File: src/rtl/sd_cmd_pkg.sv
package sd_cmd_pkg;

  localparam int FRAME_BITS = 48;
  localparam int LONG_BITS  = 136;
  localparam int HDR_BITS   = 40;
  localparam int CNT_W      = 8;

  typedef enum logic [2:0] {
    ST_IDLE,
    ST_SEND,
    ST_TURN,
    ST_WAIT,
    ST_RECV,
    ST_FIN,
    ST_DONE
  } eng_state_e;

  // One serial step of the 7-bit checksum, polynomial x^7 + x^3 + 1.
  function automatic logic [6:0] crc7_next(input logic [6:0] crc, input logic din);
    logic fb;
    fb = din ^ crc[6];
    return {crc[5:0], 1'b0} ^ (fb ? 7'h09 : 7'h00);
  endfunction

endpackage

File: src/rtl/sd_cmd_crc7.sv
module sd_cmd_crc7 #(
  parameter int N = 40
) (
  input  logic [N-1:0] bits,
  output logic [6:0]   crc
);
  logic [6:0] stage [0:N];

  assign stage[0] = 7'h00;

  for (genvar i = 0; i < N; i++) begin : g_step
    assign stage[i+1] = sd_cmd_pkg::crc7_next(stage[i], bits[N-1-i]);
  end

  assign crc = stage[N];
endmodule

File: src/rtl/sd_cmd_tx.sv
module sd_cmd_tx (
  input  logic        clk,
  input  logic        rst_n,
  input  logic        load,
  input  logic        shift,
  input  logic [5:0]  index,
  input  logic [31:0] arg,
  output logic        tx_bit
);
  import sd_cmd_pkg::*;

  logic [HDR_BITS-1:0]   hdr;
  logic [6:0]            crc;
  logic [FRAME_BITS-1:0] sr_q, sr_d;

  assign hdr = {1'b0, 1'b1, index, arg};

  sd_cmd_crc7 #(.N(HDR_BITS)) crc_i (
    .bits (hdr),
    .crc  (crc)
  );

  always_comb begin
    sr_d = sr_q;
    if (load) begin
      sr_d = {hdr, crc, 1'b1};
    end else if (shift) begin
      sr_d = {sr_q[FRAME_BITS-2:0], 1'b1};
    end
  end

  always_ff @(posedge clk or negedge rst_n) begin
    if (!rst_n) begin
      sr_q <= '1;
    end else if (load || shift) begin
      sr_q <= sr_d;
    end
  end

  assign tx_bit = sr_q[FRAME_BITS-1];
endmodule

File: src/rtl/sd_cmd_rx.sv
module sd_cmd_rx (
  input  logic                 clk,
  input  logic                 rst_n,
  input  logic                 clear,
  input  logic                 shift,
  input  logic                 din,
  output logic [sd_cmd_pkg::LONG_BITS-1:0] rsp,
  output logic                 short_crc_ok
);
  import sd_cmd_pkg::*;

  logic [LONG_BITS-1:0] sr_q, sr_d;
  logic [6:0]           calc;

  always_comb begin
    sr_d = sr_q;
    if (clear) begin
      sr_d = '0;
    end else if (shift) begin
      sr_d = {sr_q[LONG_BITS-2:0], din};
    end
  end

  always_ff @(posedge clk or negedge rst_n) begin
    if (!rst_n) begin
      sr_q <= '0;
    end else if (clear || shift) begin
      sr_q <= sr_d;
    end
  end

  sd_cmd_crc7 #(.N(HDR_BITS)) crc_i (
    .bits (sr_q[FRAME_BITS-1:8]),
    .crc  (calc)
  );

  assign short_crc_ok = (calc == sr_q[7:1]);
  assign rsp          = sr_q;
endmodule

File: src/rtl/sd_cmd_engine.sv
module sd_cmd_engine #(
  parameter int TO_W = 16
) (
  input  logic            clk,
  input  logic            rst_n,
  input  logic            drv_en,
  input  logic            smp_en,
  input  logic            cmd_valid,
  output logic            cmd_ready,
  input  logic [5:0]      cmd_index,
  input  logic [31:0]     cmd_arg,
  input  logic [1:0]      rsp_kind,
  input  logic            crc_skip,
  input  logic [TO_W-1:0] wait_limit,
  output logic            done,
  output logic            crc_err,
  output logic            timeout_err,
  output logic [135:0]    rsp_bits,
  output logic            cmd_out,
  output logic            cmd_oe,
  input  logic            cmd_in
);
  import sd_cmd_pkg::*;

  localparam logic [CNT_W-1:0] FRAME_CNT = CNT_W'(FRAME_BITS);
  localparam logic [CNT_W-1:0] LONG_CNT  = CNT_W'(LONG_BITS);

  // Reset: asserted asynchronously, released through two flops.
  logic rst_s1_q, rst_ns;
  always_ff @(posedge clk or negedge rst_n) begin
    if (!rst_n) begin
      rst_s1_q <= 1'b0;
      rst_ns   <= 1'b0;
    end else begin
      rst_s1_q <= 1'b1;
      rst_ns   <= rst_s1_q;
    end
  end

  eng_state_e       state_q, state_d;
  logic [CNT_W-1:0] cnt_q, cnt_d;
  logic [TO_W-1:0]  wait_q, wait_d;
  logic [TO_W-1:0]  limit_q, limit_d, limit_m1;
  logic             turn_q, turn_d;
  logic [1:0]       kind_q, kind_d;
  logic             skip_q, skip_d;
  logic             out_q, out_d, oe_q, oe_d;
  logic             cerr_q, cerr_d, terr_q, terr_d;
  logic             tx_load, tx_shift, tx_bit;
  logic             rx_clear, rx_shift, rx_crc_ok;
  logic [CNT_W-1:0] rsp_len;
  logic [LONG_BITS-1:0] rx_rsp;

  sd_cmd_tx tx_i (
    .clk    (clk),
    .rst_n  (rst_ns),
    .load   (tx_load),
    .shift  (tx_shift),
    .index  (cmd_index),
    .arg    (cmd_arg),
    .tx_bit (tx_bit)
  );

  sd_cmd_rx rx_i (
    .clk          (clk),
    .rst_n        (rst_ns),
    .clear        (rx_clear),
    .shift        (rx_shift),
    .din          (cmd_in),
    .rsp          (rx_rsp),
    .short_crc_ok (rx_crc_ok)
  );

  assign rsp_len  = kind_q[1] ? LONG_CNT : FRAME_CNT;
  assign limit_m1 = limit_q - {{(TO_W-1){1'b0}}, 1'b1};

  always_comb begin
    state_d  = state_q;
    cnt_d    = cnt_q;
    wait_d   = wait_q;
    limit_d  = limit_q;
    turn_d   = turn_q;
    kind_d   = kind_q;
    skip_d   = skip_q;
    out_d    = out_q;
    oe_d     = oe_q;
    cerr_d   = cerr_q;
    terr_d   = terr_q;
    tx_load  = 1'b0;
    tx_shift = 1'b0;
    rx_clear = 1'b0;
    rx_shift = 1'b0;
    unique case (state_q)
      ST_IDLE: begin
        if (cmd_valid) begin
          tx_load  = 1'b1;
          rx_clear = 1'b1;
          kind_d   = rsp_kind;
          skip_d   = crc_skip;
          limit_d  = wait_limit;
          cerr_d   = 1'b0;
          terr_d   = 1'b0;
          cnt_d    = '0;
          state_d  = ST_SEND;
        end
      end
      ST_SEND: begin
        if (drv_en) begin
          if (cnt_q == FRAME_CNT) begin
            oe_d   = 1'b0;
            out_d  = 1'b1;
            turn_d = 1'b0;
            state_d = (kind_q == 2'b00) ? ST_DONE : ST_TURN;
          end else begin
            oe_d     = 1'b1;
            out_d    = tx_bit;
            tx_shift = 1'b1;
            cnt_d    = cnt_q + 1'b1;
          end
        end
      end
      ST_TURN: begin
        if (smp_en) begin
          if (turn_q) begin
            wait_d  = '0;
            state_d = ST_WAIT;
          end else begin
            turn_d = 1'b1;
          end
        end
      end
      ST_WAIT: begin
        if (smp_en) begin
          if (!cmd_in) begin
            rx_shift = 1'b1;
            cnt_d    = CNT_W'(1);
            state_d  = ST_RECV;
          end else if (wait_q == limit_m1) begin
            terr_d  = 1'b1;
            state_d = ST_DONE;
          end else begin
            wait_d = wait_q + 1'b1;
          end
        end
      end
      ST_RECV: begin
        if (smp_en) begin
          rx_shift = 1'b1;
          cnt_d    = cnt_q + 1'b1;
          if (cnt_q + 1'b1 == rsp_len) begin
            state_d = ST_FIN;
          end
        end
      end
      ST_FIN: begin
        cerr_d  = (kind_q == 2'b01) && !skip_q && !rx_crc_ok;
        state_d = ST_DONE;
      end
      ST_DONE: begin
        state_d = ST_IDLE;
      end
      default: state_d = ST_IDLE;
    endcase
  end

  always_ff @(posedge clk or negedge rst_ns) begin
    if (!rst_ns) begin
      state_q <= ST_IDLE;
      cnt_q   <= '0;
      wait_q  <= '0;
      limit_q <= '0;
      turn_q  <= 1'b0;
      kind_q  <= 2'b00;
      skip_q  <= 1'b0;
      out_q   <= 1'b1;
      oe_q    <= 1'b0;
      cerr_q  <= 1'b0;
      terr_q  <= 1'b0;
    end else begin
      state_q <= state_d;
      cnt_q   <= cnt_d;
      wait_q  <= wait_d;
      limit_q <= limit_d;
      turn_q  <= turn_d;
      kind_q  <= kind_d;
      skip_q  <= skip_d;
      out_q   <= out_d;
      oe_q    <= oe_d;
      cerr_q  <= cerr_d;
      terr_q  <= terr_d;
    end
  end

  assign cmd_ready   = (state_q == ST_IDLE);
  assign done        = (state_q == ST_DONE);
  assign crc_err     = cerr_q;
  assign timeout_err = terr_q;
  assign rsp_bits    = rx_rsp;
  assign cmd_out     = out_q;
  assign cmd_oe      = oe_q;


  idle_high_chk: assert property (@(posedge clk) disable iff (!rst_ns)
    !cmd_oe |-> cmd_out);


  drive_edge_chk: assert property (@(posedge clk) disable iff (!rst_ns)
    !drv_en |=> ($stable(cmd_out) && $stable(cmd_oe)));


  accept_busy_chk: assert property (@(posedge clk) disable iff (!rst_ns)
    (cmd_valid && cmd_ready) |=> !cmd_ready);


  done_pulse_chk: assert property (@(posedge clk) disable iff (!rst_ns)
    done |=> !done);


  flag_excl_chk: assert property (@(posedge clk) disable iff (!rst_ns)
    done |-> !(crc_err && timeout_err));


  oe_busy_chk: assert property (@(posedge clk) disable iff (!rst_ns)
    cmd_oe |-> !cmd_ready);


  rx_len_chk: assert property (@(posedge clk) disable iff (!rst_ns)
    cnt_q <= LONG_CNT);
endmodule

File: config.mk
export PLATFORM = sky130hd
export DESIGN_NAME = sd_cmd_engine
export DESIGN_NICKNAME = d
export VERILOG_FILES = /design/src/rtl/sd_cmd_pkg.sv /design/src/rtl/sd_cmd_crc7.sv /design/src/rtl/sd_cmd_tx.sv /design/src/rtl/sd_cmd_rx.sv /design/src/rtl/sd_cmd_engine.sv
export SDC_FILE = /design/constraint.sdc
export NUM_CORES = 1
export LEC_CHECK = 0
export BUFFER_PORTS_ARGS = -buffer_cell sky130_fd_sc_hd__buf_4
export CAP_MARGIN = 10
export CORE_MARGIN = 2
export CORE_UTILIZATION = 52
export DETAILED_ROUTE_END_ITERATION = 7
export PLACE_DENSITY = 0.87
export SYNTH_ARGS = -nofsm -noshare
export SYNTH_HDL_FRONTEND = slang
export SYNTH_HIERARCHICAL = 1
export SYNTH_SLANG_ARGS = --single-unit
export TNS_END_PERCENT = 10
File: constraint.sdc
create_clock -name clk -period 6.6 [get_ports clk]
set_input_delay 1.65 -clock clk [delete_from_list [all_inputs] [get_ports clk]]
set_output_delay 1.65 -clock clk [all_outputs]
set_load 0.03 [all_outputs]
==> results of run 1 <==
[flip-flops by register name (all words and copies together) (netlist names)]
register,cells
cmd_out,1
wait_q,16
rst_ns,1
rst_s1_q,1
cmd_oe,1
timeout_err,1
cnt_q,8
state_q,3
crc_err,1
skip_q,1
turn_q,1
limit_q,16
tx_i/sr_q,47
rx_i/rsp,136
kind_q,2
[critical path, cell delays in order, from the launching register on]
cell and delay, ns:
dfrtp_1 0.44, xnor2_1 0.43, xnor3_1 0.51, xnor2_1 0.18, xnor2_1 0.32, xnor3_1 0.52, xnor2_1 0.19, xnor2_1 0.16
nand4_1 0.11, nor4_1 0.50, nor4b_1 0.11, o31ai_1 0.21, nor2_1 0.06
[cells by family after synthesis]
family,Yosys count,synth area share [%]
simple gates,330,11.5
fa+ha+maj,4,0.384
compound gates,141,7.09
other cells,3,0.0865
xor+xnor,165,15.8
flops,236,45.8
buf+inv,84,3.80
mux,199,15.5
[layer usage]
layer / vias to the layer above / part of all wire [%]
li1: 4380 / -
met1: 4572 / 43
met2: 237 / 50
met3: 55 / 4.7
met4: 0 / 2.8
met5: - / 0
[worst max-delay path by stage]
stage / from / end / cells past startpoint
after floorplan: rst_ns / cmd_oe / 0
after global placement: cmd_index[0] / tx_i/sr_q[4] / 9
after detailed placement: cmd_index[0] / tx_i/sr_q[4] / 9
after CTS: rx_i/rsp[40] / crc_err / 12
after global routing: rx_i/rsp[40] / crc_err / 12
final: rx_i/rsp[40] / crc_err / 12
[power groups by stage]
| stage | clock network (mW) | registers, mW | logic, mW |
|---|---|---|---|
| final | 1.58 | 2.07 | 1.88 |
| after global routing | 1.69 | 2.11 | 2.06 |
| after CTS | 1.62 | 2.07 | 1.88 |
| after detailed placement | 0 | 2.09 | 1.87 |
| after global placement | 0 | 2.07 | 1.81 |
| after floorplan | 0 | 2.03 | 1.57 |
[synthesized netlist by cell type (all sizes together) (3+ instances only)]
library cell / number / area (µm²)
nor3: 7 / 35.0
o21a: 3 / 22.5
xnor3: 26 / 606
o21ai: 64 / 320
conb: 3 / 11.3
o32ai: 4 / 65.1
and2: 5 / 31.3
dfrtp: 188 / 4700
o31ai: 14 / 105
nor4b: 4 / 35.0
o211ai: 3 / 27.5
or2: 5 / 31.3
mux2: 17 / 195
mux2i: 182 / 1820
ha: 4 / 50.1
buf: 32 / 299
a21oi: 21 / 105
dfstp: 48 / 1260
nand2b: 5 / 31.3
nand2: 69 / 259
and3: 7 / 43.8
o22a: 3 / 26.3
nand3: 19 / 95.1
xnor2: 96 / 916
clkbuf: 35 / 131
nor2b: 5 / 31.3
nand4: 4 / 25.0
xor2: 33 / 289
xor3: 10 / 245
nor4: 7 / 43.8
or3: 5 / 31.3
inv: 17 / 63.8
nor2: 167 / 634
or4: 13 / 101
[layout make-up]
cell class	count	share of cell area, %
clock buffer	32	4.71
tap	324	2.60
timing repair buffer	210	10.3
clock inverter	17	1.45
sequential	236	38.3
inverter	17	0.409
multi-input combinational	844	42.2
==> impl_metrics.toml, run 1 <==
[final_layout]
final_area_um2 = 15600
fin_cells = 1680
drive_above_1_share_pct = 26.0
final_cell_mix = "207 x buf_4, 187 x dfrtp_1, 182 x mux2i_1"
layout_commonest_cell = "buf_4"
nFillCells = 1848
fin_util_pct = 63.8
multi_input_area_um2 = 6580
final_nets = 1403
antenna_cells = 0
seq_area_um2 = 5970
syn2layout_area_growth_pct = 19.8

[floorplan]
row_count = 57
die_w_um = 162
ios = 205
start_util_pct = 53.2
core_area_um2 = 24500
die_h_um = 162
dieArea_um2 = 26300

[cts]
insertion_delay_ns = 0.52
postCtsSetupRepairBufs = 0
hold_buffers = 0
cts_root_buf = "clkbuf_16"
clockBufferDepth = 3
cts_resized = 0
cts_max_level = 1
numCtsBuffers = 27
cts_tree = "done"
path_clk_slew_ns = 0.06
cts.sinks = 236

[worst_setup_path]
cp.arrival_ns = 4.26
rr_startpoint = "rx_i/rsp[40]"
start_kind = "register"
r2r_end = "crc_err"
r2r_cells = 12
setup.worst_path.class = "reg2reg"
cp_data_required_time_ns = 7.01
cp-end-kind = "register"
crit_path_max_fanout = 5
r2r_slack_ns = 2.75

[global_routing]
grt_remaining_overflow = 0
gr-usage-met3_pct = 3.29
grt.total_usage_pct = 21.2
grt_pass1_vias = 8994
grt_pass1_wl_mm = 46.0
gr-usage-met2_pct = 36.0
antenna_found_initial = 0
grt_start_max_net_pins = 157
grt_use_met1_pct = 28.2
grt_busiest_layer = "met2"

[yosys]
avgSynthCellArea_um2 = 11.2
synth-main-ff-cell = "dfrtp_1"
async_flop_share_pct = 100
synth-edff-count = 0
yosysSeqAreaShare_pct = 45.8
syn_inst = 1162
yosysWarningCount = 6
synth_seq_cells = 236
synth_area_um2 = 13000
ys_types = 77

[flow_run]
drv_cap = 0

[min_path]
hold_path_end = "rst_ns"
min-delay-start = "rst_s1_q"
hold_depth = 0
hold_path_class = "reg2reg"

[power]
clockPowerShare_pct = 28.6
p_leak_nw = 7.15
comb_power_share_pct = 34.0
powerDensity_nw_per_um2 = 355
power_mw = 5.53
seqPwrFrac_pct = 37.4
p_int_mw = 3.66
sw_frac_of_total_pct = 33.9
vdd_drop_max_mv = 0.202
p_switching_mw = 1.87

[detailed_routing]
drt_iter0_markers = 676
route.detailed.drc = 0
drt-total-wl_mm = 28.4
vias = 9244
first_pass_iters = 5
wire_per_inst_um = 16.9
vias_per_cell = 5.50
final_antenna_net_count = 0

[sta]
setup_violations = 0
tightest_slew_ns = 1.03
skew_ns = 0.00652
hold_ws_ns = 0.349
tns_ns = 0
max_freq_ghz = 0.260
hold_viol = 0
relSlewSlack_pct = 31.2
rsz0062_at_grt = "false"
final.min_clock_period_ns = 3.85
finalCritPeriodShare_pct = 58.3
finalMaxSlewViolations = 0
setup_ws_ns = 2.75

[placed_design]
port_buffers = 204
gp_congestion = 0.858
place_area_um2 = 14600
place_ws_ns = 2.54
dp_hpwl_mm = 19.3
placed_cells = 1631

[run_status]
status = "completed"
(Power assumes the default switching activity.)
==> run 2: changes to the inputs <==
--- a/config.mk
+++ b/config.mk
@@ -5,12 +5,13 @@
 export SDC_FILE = /design/constraint.sdc
 export NUM_CORES = 1
 export LEC_CHECK = 0
+export ABC_AREA = 1
 export BUFFER_PORTS_ARGS = -buffer_cell sky130_fd_sc_hd__buf_4
 export CAP_MARGIN = 10
 export CORE_MARGIN = 2
-export CORE_UTILIZATION = 52
+export CORE_UTILIZATION = 59
 export DETAILED_ROUTE_END_ITERATION = 7
-export PLACE_DENSITY = 0.87
+export PLACE_DENSITY = 0.92
 export SYNTH_ARGS = -nofsm -noshare
 export SYNTH_HDL_FRONTEND = slang
 export SYNTH_HIERARCHICAL = 1
==> constraint.sdc (replaced) <==
create_clock -name clk -period 3.8 [get_ports clk]
set_input_delay 0.95 -clock clk [delete_from_list [all_inputs] [get_ports clk]]
set_output_delay 0.95 -clock clk [all_outputs]
set_load 0.03 [all_outputs]
==> run 2 against run 1 <==
Effect of this change:
- hold slack worse by 0.16 ns
- first-iteration DRC count is 100% higher
- power is 69% higher
- global-route usage is 7.1 points higher
- sequential share of layout area is 3.3 points lower
- sequential power is 65% higher
- register-to-register slack worse by 2.3 ns
- die area is 1.8% lower
- sequential cell count stayed put
- final cell count is 56% higher
- critical path type unchanged
==> impl_metrics.toml, run 2 <==
[cts]
postCtsSetupRepairBufs = 0
insertion_delay_ns = 0.54
hold_buffers = 0
cts_resized = 0
path_clk_slew_ns = 0.06
cts_root_buf = "clkbuf_16"
cts_max_level = 1
numCtsBuffers = 27
cts_tree = "done"
cts.sinks = 236
clockBufferDepth = 3

[worst_setup_path]
cp-end-kind = "register"
critPathMaxStageDelay_ns = 0.55
crit_slowest_cell = "dfrtp_1"
cp_data_required_time_ns = 4.22
cp.arrival_ns = 3.79
cp_common_cell = "nand2_1"
setup.worst_path.class = "reg2reg"
crit_path_max_fanout = 8
start_kind = "register"

[yosys]
synth_area_um2 = 14500
syn_inst = 2100
avgSynthCellArea_um2 = 6.90
synth_xor_area_share_pct = 2.52
synth-edff-count = 0
synth_top_area_share_pct = 32.5
synth_top_family_by_area = "simple AND/OR/NAND/NOR gates"
ys_top_cells_by_area = "dfrtp_1 32%, nand2_1 23%, nand3_1 13%"
yosys-mux-area-fraction_pct = 0
synthAdderAreaFrac_pct = 0.345
synth_seq_cells = 236
async_flop_share_pct = 100
netlist.top_cell.by_area = "dfrtp_1"
ys_top_cells_by_count = "872 x nand2_1, 372 x nand3_1, 188 x dfrtp_1"
synth-main-ff-cell = "dfrtp_1"
yosysSeqAreaShare_pct = 41.2
yosysMostFrequentCell = "nand2_1"
yosys.area_share.simple_pct = 45.2
yosysWarningCount = 6
ys_types = 45
synth_compound_area_share_pct = 2.22

[floorplan]
dieArea_um2 = 25800
ios = 205
start_util_pct = 59.8
die_h_um = 161
die_w_um = 161
row_count = 57
core_area_um2 = 24200

[final_layout]
syn2layout_area_growth_pct = 17.9
largest_reg_flops = 136
multi_input_area_um2 = 7340
final_nets = 2345
seq_area_um2 = 5970
drive_above_1_share_pct = 21.2
final_cell_mix = "872 x nand2_1, 372 x nand3_1, 212 x buf_4"
layout_commonest_cell = "nand2_1"
nFillCells = 1898

[detailed_routing]
route.detailed.drc = 0
drt-total-wl_mm = 37.5
wl_met2_mm = 18.2
wl_met3_mm = 2.77
met1_length_mm = 15.5
drt_iter0_markers = 1384
final_antenna_net_count = 0
first_pass_iters = 8
vias = 14300
vias_per_cell = 5.45
highest_layer = "met4"
wire_per_inst_um = 14.3

[sta]
setup_ws_ns = 0.425
skew_ns = 0.0141
final.min_clock_period_ns = 3.37
finalCritPeriodShare_pct = 88.8
setup_violations = 0
hold_viol = 0
finalMaxSlewViolations = 0
max_freq_ghz = 0.296
tns_ns = 0
rsz0062_at_grt = "false"
tightest_slew_ns = 0.816
relSlewSlack_pct = 45.5

[global_routing]
antenna_found_initial = 1
grt_pass1_wl_mm = 61.7
grt_start_max_net_pins = 109
grt_remaining_overflow = 0
grt.total_usage_pct = 28.3
grt_pass1_vias = 13200

[min_path]
hold_path_class = "in2async"

[power]
powerDensity_nw_per_um2 = 547
p_leak_nw = 9.42
vdd_drop_max_mv = 0.371

[flow_run]
drv_cap = 0

[placed_design]
gp_congestion = 0.873
dp_hpwl_mm = 26.4
port_buffers = 204
place_ws_ns = 0.532

[run_status]
status = "completed"
-- run 2: cell count changes after synthesis, sizes merged, moves of 19 or more --
| cell | delta |
|---|---|
| xnor3 | -26 |
| o21ai | -33 |
| nand3 | +366 |
| nor2 | -85 |
| nand2 | +915 |
| clkbuf | -19 |
| mux2i | -182 |
| xnor2 | -78 |
| inv | +189 |
| buf | +26 |
-- run 2: worst paths after layout --
kind | from | end | slack, ns | depth (start not counted)
worst max-delay path | rx_i/rsp[47] | crc_err | 0.43 | 28
worst min register to register | rst_s1_q | rst_ns | 0.35 | 0
min in group clk | rst_s1_q | rst_ns | 0.35 | 0
max in group asynchronous | rst_ns | tx_i/sr_q[22] | 2.35 | 1
worst max register to register | rx_i/rsp[47] | crc_err | 0.43 | 28
worst min-delay path | rst_n | rst_s1_q | 0.19 | 1
-- run 2: cell type report --
type / instances / area share (%)
diodes: 1 / 0.0146
clock buffers: 43 / 4.89
clock inverters: 7 / 0.432
inverters: 208 / 4.61
multi-input cells: 1589 / 43.0
flip-flops and latches: 236 / 34.9
well taps: 324 / 2.37
repair buffers: 216 / 9.78
-- run 2: logic make-up (layout without fill, tap and decap cells) --
kind of cell             Yosys count  after routing
AO/OA/AOI/OAI                     56             56
XOR/XNOR                          40             40
adder cells (fa/ha/maj)            4              4
buffers and inverters            282            474
flip-flops                       236            236
other                              3             11
AND/OR/NAND/NOR                 1479           1479
-- run 2: metal layers --
layer	GRT usage, %	vias up
met1	37.5	6726
li1	-	6941
met4	9.09	0
met2	48.1	543
met5	0	-
met3	4.39	83
-- run 2: critical path, delay by kind of cell, from the launching register on --
kind / cells / cell delay (ns)
buf+inv: 3 / 0.21
compound gates: 1 / 0.35
simple gates: 24 / 2.14
flops: 1 / 0.55
-- run 2: power by group --
part	internal (mW)	leakage, nW	switching (mW)
combinational	0.992	5.90	2.32
sequential	3.07	3.08	0.341
clock	1.57	0.447	1.04
-- run 2: metrics by stage --
| stage | power, mW | instance area, µm² | utilization, % | hold WS, ns | instances |
|---|---|---|---|---|---|
| 4_1_cts | 9.34 | 17100 | 70.5 | 0.172 | 2623 |
| 5_1_grt | 9.94 | 17100 | 70.5 | 0.173 | 2623 |
| 6_report | 9.34 | 17100 | 70.5 | 0.189 | 2624 |
| 3_5_place_dp | 6.71 | 16200 | 66.7 | 0.337 | 2573 |
| 3_3_place_gp | 6.58 | 16200 | 66.7 | 0.334 | 2573 |
| 2_1_floorplan | 6.06 | 14500 | - | 0.331 | 2107 |
==> run 3: changes to the inputs <==
--- a/config.mk
+++ b/config.mk
@@ -9,9 +9,10 @@
 export BUFFER_PORTS_ARGS = -buffer_cell sky130_fd_sc_hd__buf_4
 export CAP_MARGIN = 10
 export CORE_MARGIN = 2
-export CORE_UTILIZATION = 59
+export CORE_UTILIZATION = 60
+export CTS_BUF_LIST = sky130_fd_sc_hd__clkbuf_4 sky130_fd_sc_hd__clkbuf_8
 export DETAILED_ROUTE_END_ITERATION = 7
-export PLACE_DENSITY = 0.92
+export PLACE_DENSITY = 0.93
 export SYNTH_ARGS = -nofsm -noshare
 export SYNTH_HDL_FRONTEND = slang
 export SYNTH_HIERARCHICAL = 1
==> run 3 against run 2 <==
Effect of this change:
- sequential power is essentially flat
- register-to-register slack improved by 0.09 ns
- setup slack better by 0.093 ns
- power is 2.0% lower
- largest power group unchanged
- non-clock buffer count rose by 4
- clock skew grew 0.022 ns
- largest cell class unchanged
==> impl_metrics.toml, run 3 (same netlist as run 2, synthesis figures left out) <==
[final_layout]
final_cell_mix = "872 x nand2_1, 372 x nand3_1, 215 x buf_4"
fin_util_pct = 72.3
drive_above_1_share_pct = 22.3
final_area_um2 = 17100
final_nets = 2362
nFillCells = 1814
largest_reg_flops = 136
syn2layout_area_growth_pct = 17.7
layout_commonest_cell = "nand2_1"

[detailed_routing]
route.detailed.drc = 0
wire_per_inst_um = 14.2
vias = 14300
vias_per_cell = 5.40
final_antenna_net_count = 0
drt-total-wl_mm = 37.4
drt_iter0_markers = 1306
first_pass_iters = 6

[sta]
skew_ns = 0.0362
max_freq_ghz = 0.305
hold_ws_ns = 0.159
relSlewSlack_pct = 32.3
tightest_slew_ns = 1.02
setup_violations = 0
finalMaxSlewViolations = 0
hold_viol = 0
final.min_clock_period_ns = 3.28
rsz0062_at_grt = "false"
tns_ns = 0
finalCritPeriodShare_pct = 86.4

[placed_design]
port_buffers = 204
place_area_um2 = 16200
dp_hpwl_mm = 26.7
gp_congestion = 0.905

[power]
powerDensity_nw_per_um2 = 536
p_leak_nw = 9.45
power_mw = 9.15
vdd_drop_max_mv = 0.350

[floorplan]
die_w_um = 159
core_area_um2 = 23600
dieArea_um2 = 25400
ios = 205
die_h_um = 159
start_util_pct = 61.4
row_count = 56

[worst_setup_path]
r2r_cells = 27
crit_path_max_fanout = 8
cp.arrival_ns = 3.73
crit_start = "rx_i/rsp[47]"
rr_startpoint = "rx_i/rsp[47]"
setup.worst_path.class = "reg2reg"
crit_end = "crc_err"
cp-end-kind = "register"
r2r_end = "crc_err"
r2r_slack_ns = 0.52
cp_data_required_time_ns = 4.25
start_kind = "register"

[cts]
insertion_delay_ns = 0.56
cts_max_level = 2
cts_root_buf = "clkbuf_8"
clockBufferDepth = 3
path_clk_slew_ns = 0.06
cts_resized = 0
postCtsSetupRepairBufs = 0
numCtsBuffers = 40
cts.sinks = 236
cts_tree = "done"
hold_buffers = 0

[global_routing]
grt_pass1_vias = 13300
grt.total_usage_pct = 29.1
grt_start_max_net_pins = 106
grt_pass1_wl_mm = 62.6
antenna_found_initial = 1
grt_remaining_overflow = 0

[flow_run]
drv_cap = 0

[min_path]
hold_path_class = "in2async"

[run_status]
status = "completed"
[run 3: per-stage QoR]
stage | cells | worst slack (ns)
after floorplan | 2107 | 0.859
after global placement | 2572 | 0.682
after detailed placement | 2572 | 0.563
after CTS | 2643 | 0.550
after global routing | 2643 | 0.0413
final | 2644 | 0.519
[run 3: critical path, cell delays in order, from the launching register on]
cell and delay (ns):
dfrtp_1 0.56, inv_2 0.11, nand2_1 0.09, nand2_2 0.07, nand2_2 0.11, nand3_2 0.11
nand2_2 0.13, nand2_1 0.06, nand2_1 0.09, nand3_1 0.07, nand2_1 0.10, nand2_1 0.07
nand2_2 0.11, xor2_2 0.17, nand3_1 0.15, nand2_1 0.14, nand2_1 0.08, nand2_1 0.07
nand2_1 0.06, nand2_1 0.07, nand2_1 0.05, nand2_1 0.08, inv_1 0.04, nand2_1 0.06
nand2_1 0.05, nand3_1 0.08, nor2_1 0.05, o41ai_1 0.32
[run 3: report_power, final]
group	switching (mW)	leakage (nW)	internal (mW)	total, mW
logic	2.33	5.92	1.01	3.35
registers	0.348	3.08	3.08	3.42
clock network	1.06	0.455	1.32	2.38
[run 3: how the worst min path moves through the flow]
| stage | from | to | depth (start not counted) | slack, ns |
|---|---|---|---|---|
| finish | rst_n | rst_ns | 1 | 0.16 |
| global route | rst_n | rst_ns | 1 | 0.13 |
| CTS | rst_n | rst_ns | 1 | 0.13 |
| detailed placement | rst_s1_q | rst_ns | 0 | 0.34 |
| global placement | rst_s1_q | rst_ns | 0 | 0.34 |
| floorplan | rst_s1_q | rst_ns | 0 | 0.33 |
[run 3: layer usage]
layer / vias to the layer above / part of all wire, % / global-route usage [%]
li1: 6982 / - / -
met1: 6691 / 42 / 38.5
met2: 512 / 48 / 47.6
met3: 96 / 7.4 / 5.68
met4: 0 / 3.5 / 11.2
met5: - / 0 / 0
[run 3: cell type report]
class | count | area (µm²) | area share [%]
Sequential cell | 236 | 5970 | 35.0
Clock inverter | 7 | 61.3 | 0.359
Tap cell | 319 | 399 | 2.34
Inverter | 208 | 787 | 4.61
Antenna cell | 1 | 2.50 | 0.0147
Timing Repair Buffer | 220 | 1710 | 10.0
Multi-Input combinational cell | 1589 | 7340 | 43.0
Clock buffer | 64 | 787 | 4.61
